==> config.mk <==
export PLATFORM = sky130hd
export DESIGN_NAME = mdio_master_top
export DESIGN_NICKNAME = d
export VERILOG_FILES = /design/src/rtl/mdio_pkg.sv /design/src/rtl/mdio_ctrl.sv /design/src/rtl/mdio_datapath.sv /design/src/rtl/mdio_master_top.sv
export SDC_FILE = /design/constraint.sdc
export NUM_CORES = 1
export LEC_CHECK = 0
export ABC_AREA = 1
export BUFFER_PORTS_ARGS = -buffer_cell sky130_fd_sc_hd__buf_4
export CAP_MARGIN = 20
export CORE_MARGIN = 2
export CORE_UTILIZATION = 64
export CTS_CLUSTER_SIZE = 25
export DETAILED_ROUTE_END_ITERATION = 8
export GPL_ROUTABILITY_DRIVEN = 0
export PLACE_DENSITY_LB_ADDON = 0.3
export SLEW_MARGIN = 20
export SYNTH_ARGS = -nofsm -noshare
export SYNTH_HDL_FRONTEND = slang
export SYNTH_HIERARCHICAL = 1
export SYNTH_SLANG_ARGS = --single-unit
==> constraint.sdc <==
create_clock -name clk -period 5.65 [get_ports clk]
set_input_delay 0.565 -clock clk [delete_from_list [all_inputs] [get_ports clk]]
set_output_delay 0.565 -clock clk [all_outputs]
set_load 0.005 [all_outputs]
==> src/rtl/mdio_pkg.sv <==
package mdio_pkg;
  localparam int FRAME_BITS = 64;
  localparam int DATA_BITS  = 16;
  localparam int HDR_DRIVEN = 46;
  localparam logic [7:0] OFS_CMD    = 8'h04;
  localparam logic [7:0] OFS_RDDATA = 8'h0C;
  localparam logic [7:0] OFS_STATUS = 8'h10;

  typedef struct packed {
    logic load;     // capture command and build frame
    logic shift;    // advance to next bit (falling mdc)
    logic sample;   // take mdioIn (rising mdc)
    logic finish;   // last bit done, release line
    logic capture;  // copy sampled bits to read-data word
  } mdio_strb_t;
endpackage

==> src/rtl/mdio_ctrl.sv <==
module mdio_ctrl
  import mdio_pkg::*;
#(
  parameter int DIV_RATIO = 4,
  parameter int ADDR_W    = 8
) (
  input  logic              clk,
  input  logic              rst_n,
  input  logic [ADDR_W-1:0] busAddr,
  input  logic              busWrEn,
  input  logic [31:0]       busWrData,
  output mdio_strb_t        strb,
  output logic              busy,
  output logic              done,
  output logic              mdc,
  output logic              cmdDir,
  output logic [27:0]       cmdWord
);
  localparam int HALF  = DIV_RATIO / 2;
  localparam int CNT_W = (HALF > 1) ? $clog2(HALF) : 1;
  localparam int BIT_W = $clog2(FRAME_BITS);
  localparam logic [CNT_W-1:0] CNT_TOP = CNT_W'(HALF - 1);
  localparam logic [BIT_W-1:0] BIT_TOP = BIT_W'(FRAME_BITS - 1);

  logic [CNT_W-1:0] divCnt;
  logic [BIT_W-1:0] bitCnt;
  logic [27:0]      cmdReg;
  logic             mdcQ, busyQ, doneQ;
  logic             wrCmd, startReq, tick, riseEv, fallEv, lastEv;
  logic             unusedHi;

  assign unusedHi = ^busWrData[31:28];

  assign wrCmd    = busWrEn && (busAddr == ADDR_W'(OFS_CMD));
  assign startReq = wrCmd && busWrData[0] && !busyQ;
  assign tick     = busyQ && (divCnt == CNT_TOP);
  assign riseEv   = tick && !mdcQ;
  assign fallEv   = tick && mdcQ;
  assign lastEv   = fallEv && (bitCnt == BIT_TOP);

  always_ff @(posedge clk or negedge rst_n) begin
    if (!rst_n) begin
      busyQ  <= 1'b0;
      doneQ  <= 1'b0;
      divCnt <= '0;
      bitCnt <= '0;
      mdcQ   <= 1'b0;
    end else if (startReq) begin
      busyQ  <= 1'b1;
      doneQ  <= 1'b0;
      divCnt <= '0;
      bitCnt <= '0;
      mdcQ   <= 1'b0;
    end else if (busyQ) begin
      divCnt <= tick ? '0 : divCnt + 1'b1;
      if (tick) mdcQ <= ~mdcQ;
      if (lastEv) begin
        busyQ <= 1'b0;
        doneQ <= 1'b1;
      end else if (fallEv) begin
        bitCnt <= bitCnt + 1'b1;
      end
    end
  end

  always_ff @(posedge clk or negedge rst_n) begin
    if (!rst_n) cmdReg <= '0;
    else if (wrCmd && !busyQ) cmdReg <= {busWrData[27:1], 1'b0};
  end

  always_comb begin
    strb         = '0;
    strb.load    = startReq;
    strb.shift   = fallEv && !lastEv;
    strb.sample  = riseEv;
    strb.finish  = lastEv;
    strb.capture = lastEv && !cmdReg[1];
  end

  assign busy    = busyQ;
  assign done    = doneQ;
  assign mdc     = mdcQ;
  assign cmdDir  = cmdReg[1];
  assign cmdWord = cmdReg;

  AST_GO_IGNORED: assert property (@(posedge clk) disable iff (!rst_n)
    busyQ && wrCmd |=> $stable(cmdReg));
  AST_DONE_CLEAR: assert property (@(posedge clk) disable iff (!rst_n)
    startReq |=> busyQ && !doneQ);
  AST_DIV_HALF: assert property (@(posedge clk) disable iff (!rst_n)
    (mdcQ != $past(mdcQ)) |-> ($past(divCnt) == CNT_TOP));
endmodule

==> src/rtl/mdio_datapath.sv <==
module mdio_datapath
  import mdio_pkg::*;
(
  input  logic        clk,
  input  logic        rst_n,
  input  mdio_strb_t  strb,
  input  logic [31:0] cmdIn,
  input  logic        mdioIn,
  output logic        mdioOut,
  output logic        mdioOe,
  output logic [15:0] rdData
);
  localparam int TAIL_BITS = FRAME_BITS - HDR_DRIVEN;

  logic [FRAME_BITS-1:0] frameSr, oeSr, newFrame, newOe;
  logic [DATA_BITS-1:0]  capSr, rdReg;
  logic                  isWrite;
  logic                  unusedCmd;

  assign unusedCmd = ^{cmdIn[31:28], cmdIn[0]};
  assign isWrite   = cmdIn[1];

  always_comb begin
    newFrame = {32'hFFFF_FFFF, 2'b01,
                isWrite ? 2'b01 : 2'b10,
                cmdIn[6:2], cmdIn[11:7],
                isWrite ? 2'b10 : 2'b00,
                isWrite ? cmdIn[27:12] : 16'h0000};
    newOe    = isWrite ? {FRAME_BITS{1'b1}}
                       : {{HDR_DRIVEN{1'b1}}, {TAIL_BITS{1'b0}}};
  end

  always_ff @(posedge clk or negedge rst_n) begin
    if (!rst_n) begin
      frameSr <= '0;
      oeSr    <= '0;
    end else if (strb.load) begin
      frameSr <= newFrame;
      oeSr    <= newOe;
    end else if (strb.finish) begin
      frameSr <= '0;
      oeSr    <= '0;
    end else if (strb.shift) begin
      frameSr <= {frameSr[FRAME_BITS-2:0], 1'b0};
      oeSr    <= {oeSr[FRAME_BITS-2:0], 1'b0};
    end
  end

  always_ff @(posedge clk or negedge rst_n) begin
    if (!rst_n) begin
      capSr <= '0;
      rdReg <= '0;
    end else begin
      if (strb.sample)  capSr <= {capSr[DATA_BITS-2:0], mdioIn};
      if (strb.capture) rdReg <= capSr;
    end
  end

  assign mdioOut = frameSr[FRAME_BITS-1] & oeSr[FRAME_BITS-1];
  assign mdioOe  = oeSr[FRAME_BITS-1];
  assign rdData  = rdReg;

  AST_LOAD_DRIVES: assert property (@(posedge clk) disable iff (!rst_n)
    strb.load |=> mdioOe && mdioOut);
  AST_RD_HOLD: assert property (@(posedge clk) disable iff (!rst_n)
    !strb.capture |=> $stable(rdReg));
endmodule

==> src/rtl/mdio_master_top.sv <==
module mdio_master_top
  import mdio_pkg::*;
#(
  parameter int DIV_RATIO = 4,
  parameter int ADDR_W    = 8
) (
  input  logic              clk,
  input  logic              rst_n,
  input  logic [ADDR_W-1:0] busAddr,
  input  logic              busWrEn,
  input  logic [31:0]       busWrData,
  output logic [31:0]       busRdData,
  output logic              mdc,
  output logic              mdioOut,
  output logic              mdioOe,
  input  logic              mdioIn
);
  mdio_strb_t  strb;
  logic        busy, done, cmdDir;
  logic [27:0] cmdWord;
  logic [15:0] rdData;

  mdio_ctrl #(.DIV_RATIO(DIV_RATIO), .ADDR_W(ADDR_W)) ctrl_i (
    .clk(clk), .rst_n(rst_n), .busAddr(busAddr), .busWrEn(busWrEn),
    .busWrData(busWrData), .strb(strb), .busy(busy), .done(done),
    .mdc(mdc), .cmdDir(cmdDir), .cmdWord(cmdWord));

  mdio_datapath dp_i (
    .clk(clk), .rst_n(rst_n), .strb(strb), .cmdIn(busWrData),
    .mdioIn(mdioIn), .mdioOut(mdioOut), .mdioOe(mdioOe), .rdData(rdData));

  always_comb begin
    busRdData = '0;
    if (busAddr == ADDR_W'(OFS_CMD))         busRdData = {4'h0, cmdWord};
    else if (busAddr == ADDR_W'(OFS_RDDATA)) busRdData = {16'h0, rdData};
    else if (busAddr == ADDR_W'(OFS_STATUS))
      busRdData = {27'h0, done ? 2'b01 : 2'b00, busy ? 3'b001 : 3'b000};
  end

  AST_IDLE_QUIET: assert property (@(posedge clk) disable iff (!rst_n)
    !busy |-> !mdc && !mdioOe);
  AST_MDIO_HOLD: assert property (@(posedge clk) disable iff (!rst_n)
    mdc && $past(mdc) |-> $stable(mdioOut));
  AST_READ_RELEASE: assert property (@(posedge clk) disable iff (!rst_n)
    busy && $fell(mdioOe) |-> !cmdDir);
endmodule

Word-level counts from Yosys, hierarchy flattened

Index checks and enable logic that the tools add are counted.

Flip-flop bits (word level): 197
Bits in latches: 0
Memory bits (writable): 0
Memory bits (read-only): 0
Output and inout bits: 35
Word-level logic and storage cells: 72
Memories: 0

Add/subtract/negate cells: 2
Multiply operators: 0
Div/mod/pow operators: 0
Order comparisons: 0
Equal/unequal tests: 5
Shift operators: 0
Mux-type cells: 31
Bitwise gates (word level): 2
Reduce and logical (&&, ||, !) cells: 22

Operator list:

| cell                                                  | count |
|---|---|
| two-way mux 64 bit                                    | 6 |
| two-way mux 16 bit                                    | 2 |
| two-way mux 28 bit                                    | 1 |
| two-way mux 6 bit                                     | 4 |
| two-way mux 18 bit                                    | 1 |
| two-way mux 1 bit                                     | 14 |
| logical AND 1 bit                                     | 10 |
| equality test 8 x 3 -> 1 bit, second input constant   | 1 |
| equality test 8 x 4 -> 1 bit, second input constant   | 1 |
| equality test 8 x 5 -> 1 bit, second input constant   | 1 |
| nonzero test 2 bit                                    | 4 |
| adder 6 x 1 -> 6 bit, second input constant           | 1 |
| equality test 6 bit, second input constant            | 1 |
| zero test 1 bit                                       | 4 |
| two-way mux 2 bit                                     | 2 |
| two-way mux 4 bit                                     | 1 |
| AND reduction 2 bit                                   | 2 |
| AND reduction 3 bit                                   | 1 |
| nonzero test 3 bit                                    | 1 |
| inequality test 2 x 1 -> 1 bit, second input constant | 1 |
| adder 1 bit, second input constant                    | 1 |
| AND 1 bit                                             | 1 |
| NOT 1 bit                                             | 1 |

Depth between registers and ports, before layout

Gate-level depths: netlist of the first run.

Word-level depth: 8
Depth in mapped cells: 15
Gate-level depth less buffers: 12

By module

The synthesis of the first run kept the hierarchy.

Modules (own cells, without submodules):

| module          | times used | cells an instance | area an instance (um2) |
|---|---|---|---|
| mdio_datapath   | 1          | 832               | 6847.8 |
| mdio_ctrl       | 1          | 208               | 1886.8 |
| mdio_master_top | 1          | 107               | 535.5 |

Least setup slack after synthesis of the first run

OpenSTA, ideal clock, no wires.

Path type: input to register
From: input busAddr[5]
To: register dp_i.frameSr[10]
Arrival time: 1894 ps
Data required time: 5588 ps
Slack: 3694 ps
Stages: 14
Cell sequence: nor2_2 nand3_2 nor2_4 nand3_2 buf_4 inv_1 buf_4 nand2_1 inv_1 buf_2 nand2_1 nand2_1 nand2_1 inv_1

Word-level cells in the longest chain between the ends: 5

Ends and longest elaborated chain:

| element                                                                   | line                 | text |
|---|---|---|
| from (decl)                                                               | mdio_master_top.sv:9 | `input logic [ADDR_W-1:0] busAddr,` |
| equality test 8 x 3 -> 1 bit (*)                                          | mdio_ctrl.sv:34      | `assign wrCmd = busWrEn && (busAddr == ADDR_W'(OFS_CMD));` |
| logical AND 1 bit (*)                                                     | mdio_ctrl.sv:34      |  |
| logical AND 1 bit (*) (2 in a row)                                        | mdio_ctrl.sv:35      | `assign startReq = wrCmd && busWrData[0] && !busyQ;` |
| named net ctrl_i.startReq                                                 | mdio_ctrl.sv:29      | `logic wrCmd, startReq, tick, riseEv, fallEv, lastEv;` |
| nonzero test 3 bit (no source line) or two-way mux 64 bit (tied branches) | n/a                  |  |
| to (signal assigned)                                                      | mdio_datapath.sv:38  | `frameSr <= newFrame;` |
| to (signal assigned)                                                      | mdio_datapath.sv:44  | `frameSr <= {frameSr[FRAME_BITS-2:0], 1'b0};` |
| to (decl)                                                                 | mdio_datapath.sv:15  | `logic [FRAME_BITS-1:0] frameSr, oeSr, newFrame, newOe;` |

The timed path passes the listed nets; every way through them passes the cells marked *.
A chain may end at the register's enable or synchronous reset.

==> flow_metrics.py, run 1 <==
metrics = {
    "finish": {
        "finalCoreUtilization_pct": 72.9,
        "mostFrequentLayoutCells": "sky130_fd_sc_hd__nand2_1 (505), sky130_fd_sc_hd__dfrtp_1 (197), sky130_fd_sc_hd__a21oi_1 (96)",
        "n_fill_cell": 1039,
        "leading_cell_type_in_the_layout_fill_and_taps_excluded": "sky130_fd_sc_hd__nand2_1",
        "nets": 1220,
        "layout-drive-gt1-share_pct": 14.1,
        "n_antenna_cell": 0,
        "postLayoutCellArea_um2": 10200,
        "synthToLayoutAreaGrowth_pct": 10.0,
    },
    "cts": {
        "clk_path_buf_depth": 2,
        "cts.reportedPaths.clkPinSlew_ns": 0.07,
        "cts_tree": "yes",
        "ctsResizeCount": 0,
        "cts.hold.buffers_added": 0,
        "numClockSinks": 197,
        "post-cts-setup-buffers": 0,
        "clock_tree.root_cell": "sky130_fd_sc_hd__clkbuf_16",
        "cts_made_buffers": 17,
        "clock_latency_on_the_worst_skew_pair_ns": 0.43,
        "htreeDepth": 4,
    },
    "route": {
        "detail-route-antenna-nets": 0,
        "avgRoutedWirePerCell_um": 13.3,
        "drt_wl_total_um": 18200,
        "routed-via-count": 7163,
        "remaining_drcs": 0,
        "viasPerCell": 5.24,
        "drt_initial_violations": 574,
        "first_pass_iters": 5,
    },
    "sta": {
        "number_of_pins_exceeding_their_max_slew_limit_in_the_final_report": 0,
        "skew_ns": 0.00761,
        "rsz0062_at_grt": "false",
        "finalCritPeriodShare_pct": 57.2,
        "setup_viol": 0,
        "finalHoldWorstSlack_ns": 0.149,
        "max_slew.worst_pin.slew_ns": 0.929,
        "min_period_ns": 3.23,
        "clock.fmax_ghz": 0.309,
        "postLayoutSetupSlackWorst_ns": 2.42,
        "setup_total_negative_slack_ns": 0,
        "final_hold_violating_endpoints": 0,
        "slew_headroom_pct": 38.0,
    },
    "setup_path": {
        "cpMostUsedCell": "sky130_fd_sc_hd__nand2_1",
        "crit_path_kind": "in2reg",
        "critical_path_arrival_ns": 3.60,
        "cp.required_ns": 6.02,
        "worstSetupStartpointType": "input port",
        "crit_path_cell_trace": "buf_4 > nor2_2 > nand3_2 > nor2_4 > buf_4 > nand3_2 > inv_2 > nand2_1 > inv_1 > nand2_1 > nand2_1 > nand2_1 > inv_1",
        "setup.worst_path.end_class": "register",
        "top_family_by_delay_on_critical_path": "buffers and inverters",
        "crit_path_max_cell_delay_ns": 0.57,
        "critPathMaxFanout": 30,
        "critical_path.slowest_cell": "sky130_fd_sc_hd__nand2_1",
        "critPathBufInv": 5,
    },
    "floorplanning": {
        "core_area_um2": 14000,
        "die_area_um2": 15500,
        "floorplan.die.height_um": 124,
        "num_io_pins": 79,
        "initial_utilization_pct": 66.3,
        "placementRows": 43,
        "dieWidth_um": 124,
    },
    "place": {
        "dp_hpwl_um": 11100,
        "placement.setup.worst_slack_ns": 1.96,
        "placement.io_buffers": 70,
        "postPlaceCellArea_um2": 9610,
    },
    "synth": {
        "synth_fa_ha_area_share_pct": 0.135,
        "synth_area_um2": 9270,
        "yosys.area.top_type_share_pct": 53.2,
        "ys_async_sr_fraction_pct": 100,
        "synth.top_cells.by_area": "sky130_fd_sc_hd__dfrtp_1 (53%), sky130_fd_sc_hd__nand2_1 (20%), sky130_fd_sc_hd__a21oi_1 (5.2%), sky130_fd_sc_hd__inv_1 (3.8%), sky130_fd_sc_hd__nand3_1 (3.6%)",
        "yosys-mux-area-fraction_pct": 0.850,
        "yosys.area_share.simple_pct": 29.7,
        "yosysWarnings": 6,
        "synthXorXnorAreaFrac_pct": 0.283,
        "synth.ff_latch_count": 197,
        "number_of_instances_in_the_synthesized_netlist": 1147,
        "synth.lib_cells_used.distinct": 30,
        "postSynth.topFlopCell": "sky130_fd_sc_hd__dfrtp_1",
        "compound_gate_portion_of_the_synthesized_area_pct": 6.09,
        "synth-edff-count": 0,
        "post_synthesis_sequential_area_ratio_pct": 53.2,
        "post_synth.cell_area_avg_um2": 8.08,
        "synth_top_cell_by_area": "sky130_fd_sc_hd__dfrtp_1",
        "dominant_combinational_cell_family_by_area_after_synthesis": "simple AND/OR/NAND/NOR gates",
    },
    "grt": {
        "grtUsageTotal_pct": 24.4,
        "antenna_found_initial": 0,
        "grt_pass1_wl_um": 31300,
        "first_global_vias": 6618,
        "grt_max_degree": 101,
        "grt_overflow": 0,
    },
    "power": {
        "leakagePower_nw": 6.00,
        "pwr_density_cell_nw_per_um2": 264,
        "worst_ir_drop_vdd_mv": 0.227,
    },
    "outcome": {
        "run_status": "finished, final reports clean",
    },
    "min_path": {
        "hold_class": "in2async",
    },
    "job": {
        "maxcap_viol_count": 0,
    },
}
==> through the flow <==
step | instances | total power [mW]
2_1_floorplan | 1150 | 1.46
3_3_place_gp | 1336 | 1.52
3_5_place_dp | 1336 | 1.52
4_1_cts | 1368 | 2.72
5_1_grt | 1368 | 2.78
6_report | 1368 | 2.70
==> power by group <==
group	total [mW]	internal, mW	switching [mW]
clock network	1.21	0.676	0.530
registers	1.42	1.41	0.00244
logic	0.0731	0.0228	0.0503
total	2.70	2.11	0.583
==> cell type report <==
cell class              count  area (µm²)  area share [%]
flip-flops and latches    197        4930            48.3
multi-input cells         779        3460            34.0
repair buffers             80         607            5.95
clock buffers              21         450            4.42
inverters                 100         383            3.75
well taps                 180         225            2.21
clock inverters            11         140            1.37
==> layer usage <==
layer  part of all wire (%)  up-vias  GRT usage [%]
met5                      0        -              0
met4                    2.3        0           8.79
met3                    4.8       29           3.87
met2                     48      180           38.5
met1                     45     3395           34.8
li1                       -     3559              -
==> flip-flops by register name, indices dropped and copies added, names as in the netlist <==
register        count
ctrl_i/bitCnt       6
ctrl_i/busy         1
ctrl_i/cmdWord     27
ctrl_i/divCnt       1
ctrl_i/done         1
ctrl_i/mdc          1
dp_i/capSr         16
dp_i/frameSr       64
dp_i/oeSr          64
dp_i/rdData        16
==> worst reg2reg max path, stage by stage, from the launching register on <==
cell                      delay (ns)
sky130_fd_sc_hd__dfrtp_1        0.44
sky130_fd_sc_hd__ha_1           0.22
sky130_fd_sc_hd__nand3_1        0.14
sky130_fd_sc_hd__nor2_2         0.20
sky130_fd_sc_hd__nor2_4         0.04
sky130_fd_sc_hd__buf_4          0.27
sky130_fd_sc_hd__inv_4          0.32
sky130_fd_sc_hd__nand2_2        0.36
sky130_fd_sc_hd__inv_4          0.79
sky130_fd_sc_hd__nand2_1        0.20
sky130_fd_sc_hd__nand2_1        0.14
==> synth_stat cells (7+ instances only) <==
| library cell | number |
|---|---|
| sky130_fd_sc_hd__a21oi_1 | 96 |
| sky130_fd_sc_hd__buf_2 | 20 |
| sky130_fd_sc_hd__buf_4 | 22 |
| sky130_fd_sc_hd__buf_6 | 9 |
| sky130_fd_sc_hd__clkbuf_1 | 14 |
| sky130_fd_sc_hd__dfrtp_1 | 197 |
| sky130_fd_sc_hd__inv_1 | 95 |
| sky130_fd_sc_hd__mux2_2 | 7 |
| sky130_fd_sc_hd__nand2_1 | 505 |
| sky130_fd_sc_hd__nand3_1 | 66 |
| sky130_fd_sc_hd__nand3_2 | 17 |
| sky130_fd_sc_hd__nor2_1 | 32 |
| sky130_fd_sc_hd__nor2_2 | 15 |
| sky130_fd_sc_hd__nor2_4 | 7 |
| sky130_fd_sc_hd__o21ai_0 | 14 |
==> worst paths after layout <==
path,start,to,slack [ns],cells after the start
worst max-delay path,busAddr[3],dp_i/frameSr[11],2.42,13
worst min-delay path,rst_n,dp_i/oeSr[5],0.15,1
worst max register to register,ctrl_i/bitCnt[0],dp_i/frameSr[35],2.48,10
worst min register to register,ctrl_i/cmdWord[5],ctrl_i/cmdWord[5],0.47,2
max in group asynchronous,rst_n,dp_i/capSr[11],4.26,2
min in group clk,busWrData[21],ctrl_i/cmdWord[21],0.38,3
==> cell families after synthesis <==
logic type / count (synthesis)
adders and majority gates: 1
buffers and inverters: 174
other: 2
muxes: 7
xor gates and xnor gates: 3
AOI/OAI and AO/OA: 112
DFF: 197
and+or+nand+nor: 651
Power figures use the tool's default switching activity.
==> run 2, diff against run 1 <==
--- a/config.mk
+++ b/config.mk
@@ -9,7 +9,7 @@
 export BUFFER_PORTS_ARGS = -buffer_cell sky130_fd_sc_hd__buf_4
 export CAP_MARGIN = 20
 export CORE_MARGIN = 2
-export CORE_UTILIZATION = 64
+export CORE_UTILIZATION = 54
 export CTS_CLUSTER_SIZE = 25
 export DETAILED_ROUTE_END_ITERATION = 8
 export GPL_ROUTABILITY_DRIVEN = 0
==> constraint.sdc (replaced) <==
create_clock -name clk -period 2.7 [get_ports clk]
set_input_delay 0.27 -clock clk [delete_from_list [all_inputs] [get_ports clk]]
set_output_delay 0.27 -clock clk [all_outputs]
set_load 0.005 [all_outputs]
==> run 2 against run 1 <==
Net effect:
- wire length up 2.6%
- power up 110%
- count of clock-buffer cells in the layout fell by 1
- sequential power grew 110%
- sequential share of layout area fell by 0.62 points
- clock power up 100%
- hold slack worse by 0.090 ns
==> flow_metrics.py, run 2 (synthesized netlist as in run 1, its figures left out) <==
metrics = {
    "outcome": {
        "run_status": "finished, final reports clean",
    },
    "cts": {
        "clock_tree.root_cell": "sky130_fd_sc_hd__clkbuf_16",
        "clk_path_buf_depth": 2,
        "clock_latency_on_the_worst_skew_pair_ns": 0.44,
        "numClockSinks": 197,
        "post-cts-setup-buffers": 0,
        "cts.reportedPaths.clkPinSlew_ns": 0.07,
        "ctsResizeCount": 0,
        "cts_tree": "yes",
        "cts.hold.buffers_added": 1,
        "htreeDepth": 4,
        "cts_made_buffers": 17,
    },
    "grt": {
        "grtUsageTotal_pct": 21.7,
        "antenna_found_initial": 0,
        "grt_max_degree": 101,
        "first_global_vias": 6629,
        "grt_pass1_wl_um": 31900,
        "grt_overflow": 0,
    },
    "power": {
        "power.total_mw": 5.56,
        "leakagePower_nw": 6.04,
        "pwr_density_cell_nw_per_um2": 539,
        "worst_ir_drop_vdd_mv": 0.484,
    },
    "finish": {
        "combined_area_of_the_multi_input_logic_cells_um2": 3460,
        "synthToLayoutAreaGrowth_pct": 11.4,
        "postLayoutCellArea_um2": 10300,
        "register_area_um2": 4930,
        "layout-drive-gt1-share_pct": 15.0,
        "n_antenna_cell": 0,
        "finalCoreUtilization_pct": 61.8,
        "mostFrequentLayoutCells": "sky130_fd_sc_hd__nand2_1 (505), sky130_fd_sc_hd__dfrtp_1 (197), sky130_fd_sc_hd__a21oi_1 (96)",
        "leading_cell_type_in_the_layout_fill_and_taps_excluded": "sky130_fd_sc_hd__nand2_1",
        "nets": 1229,
        "final-instance-count-excl-fill": 1417,
        "n_fill_cell": 1449,
    },
    "place": {
        "placement.setup.worst_slack_ns": 0.234,
        "placed_cells_incl_taps": 1384,
        "postPlaceCellArea_um2": 9740,
        "dp_hpwl_um": 11500,
        "placement.io_buffers": 70,
    },
    "route": {
        "drt_wl_total_um": 18700,
        "routed-via-count": 7110,
        "viasPerCell": 5.02,
        "first_pass_iters": 4,
        "detail-route-antenna-nets": 0,
        "remaining_drcs": 0,
        "avgRoutedWirePerCell_um": 13.2,
        "drt_initial_violations": 552,
    },
    "setup_path": {
        "crit_path_cell_trace": "ha_1 > nand3_1 > nor2_2 > nor2_4 > inv_4 > nor2_4 > buf_4 > a21oi_1 > nand2_1",
        "worstSetupStartpointType": "register",
        "worst_r2r_path_depth": 9,
        "setup.worst_path.end_class": "register",
        "cp.required_ns": 3.07,
        "cpMostUsedCell": "sky130_fd_sc_hd__nor2_4",
        "crit_path_kind": "reg2reg",
        "critical_path_arrival_ns": 2.88,
        "crit_path_max_cell_delay_ns": 0.74,
        "critPathMaxFanout": 42,
        "critical_path.slowest_cell": "sky130_fd_sc_hd__nor2_4",
    },
    "min_path": {
        "worst_hold_stages": 3,
        "hold_class": "in2reg",
    },
    "floorplanning": {
        "floorplan.die.height_um": 135,
        "num_io_pins": 79,
        "core_area_um2": 16700,
        "die_area_um2": 18200,
        "dieWidth_um": 135,
        "placementRows": 47,
        "initial_utilization_pct": 55.5,
    },
    "sta": {
        "min_period_ns": 2.51,
        "skew_ns": 0.0106,
        "setup_viol": 0,
        "max_slew.worst_pin.slew_ns": 0.985,
        "number_of_pins_exceeding_their_max_slew_limit_in_the_final_report": 0,
        "finalCritPeriodShare_pct": 92.8,
        "final_hold_violating_endpoints": 0,
        "clock.fmax_ghz": 0.399,
        "slew_headroom_pct": 34.2,
        "finalHoldWorstSlack_ns": 0.0584,
        "postLayoutSetupSlackWorst_ns": 0.193,
        "setup_total_negative_slack_ns": 0,
        "rsz0062_at_grt": "false",
    },
    "job": {
        "maxcap_viol_count": 0,
    },
}
[run 2: final timing paths]
check                                     to         startpoint  slack [ns]
setup / recovery            dp_i/frameSr[58]   ctrl_i/bitCnt[0]        0.19
max in group asynchronous      dp_i/oeSr[48]              rst_n        1.56
setup reg to reg            dp_i/frameSr[58]   ctrl_i/bitCnt[0]        0.19
min in group asynchronous   ctrl_i/bitCnt[2]              rst_n        0.39
hold / removal                 dp_i/capSr[0]             mdioIn        0.06
hold reg to reg            ctrl_i/cmdWord[9]  ctrl_i/cmdWord[9]        0.47
[run 2: worst max-delay path, delay by kind of cell (launching register included)]
family | cells | cell delay (ns)
AOI/OAI and AO/OA | 1 | 0.10
adders and majority gates | 1 | 0.25
buffers and inverters | 2 | 0.48
DFF | 1 | 0.43
and+or+nand+nor | 5 | 1.15
[run 2: power by group]
group	total, mW	switching [mW]	leakage (nW)	internal, mW
clock	2.44	1.16	0.276	1.28
combinational	0.158	0.104	3.07	0.0541
sequential	2.96	0.00460	2.69	2.96
[run 2: area by class of cell]
cell class / instances / share of cell area, %
clock buffers: 20 / 4.52
clock inverters: 12 / 1.04
inverters: 100 / 3.71
multi-input cells: 779 / 33.5
flip-flops and latches: 197 / 47.7
well taps: 220 / 2.67
repair buffers: 89 / 6.80
[run 2: metal layers]
metal	GRT usage (%)	part of all wire [%]	vias up
li1	-	-	3579
met1	31.1	48	3355
met2	33.9	46	153
met3	3.53	4.3	23
met4	7.47	1.8	0
met5	0	0	-
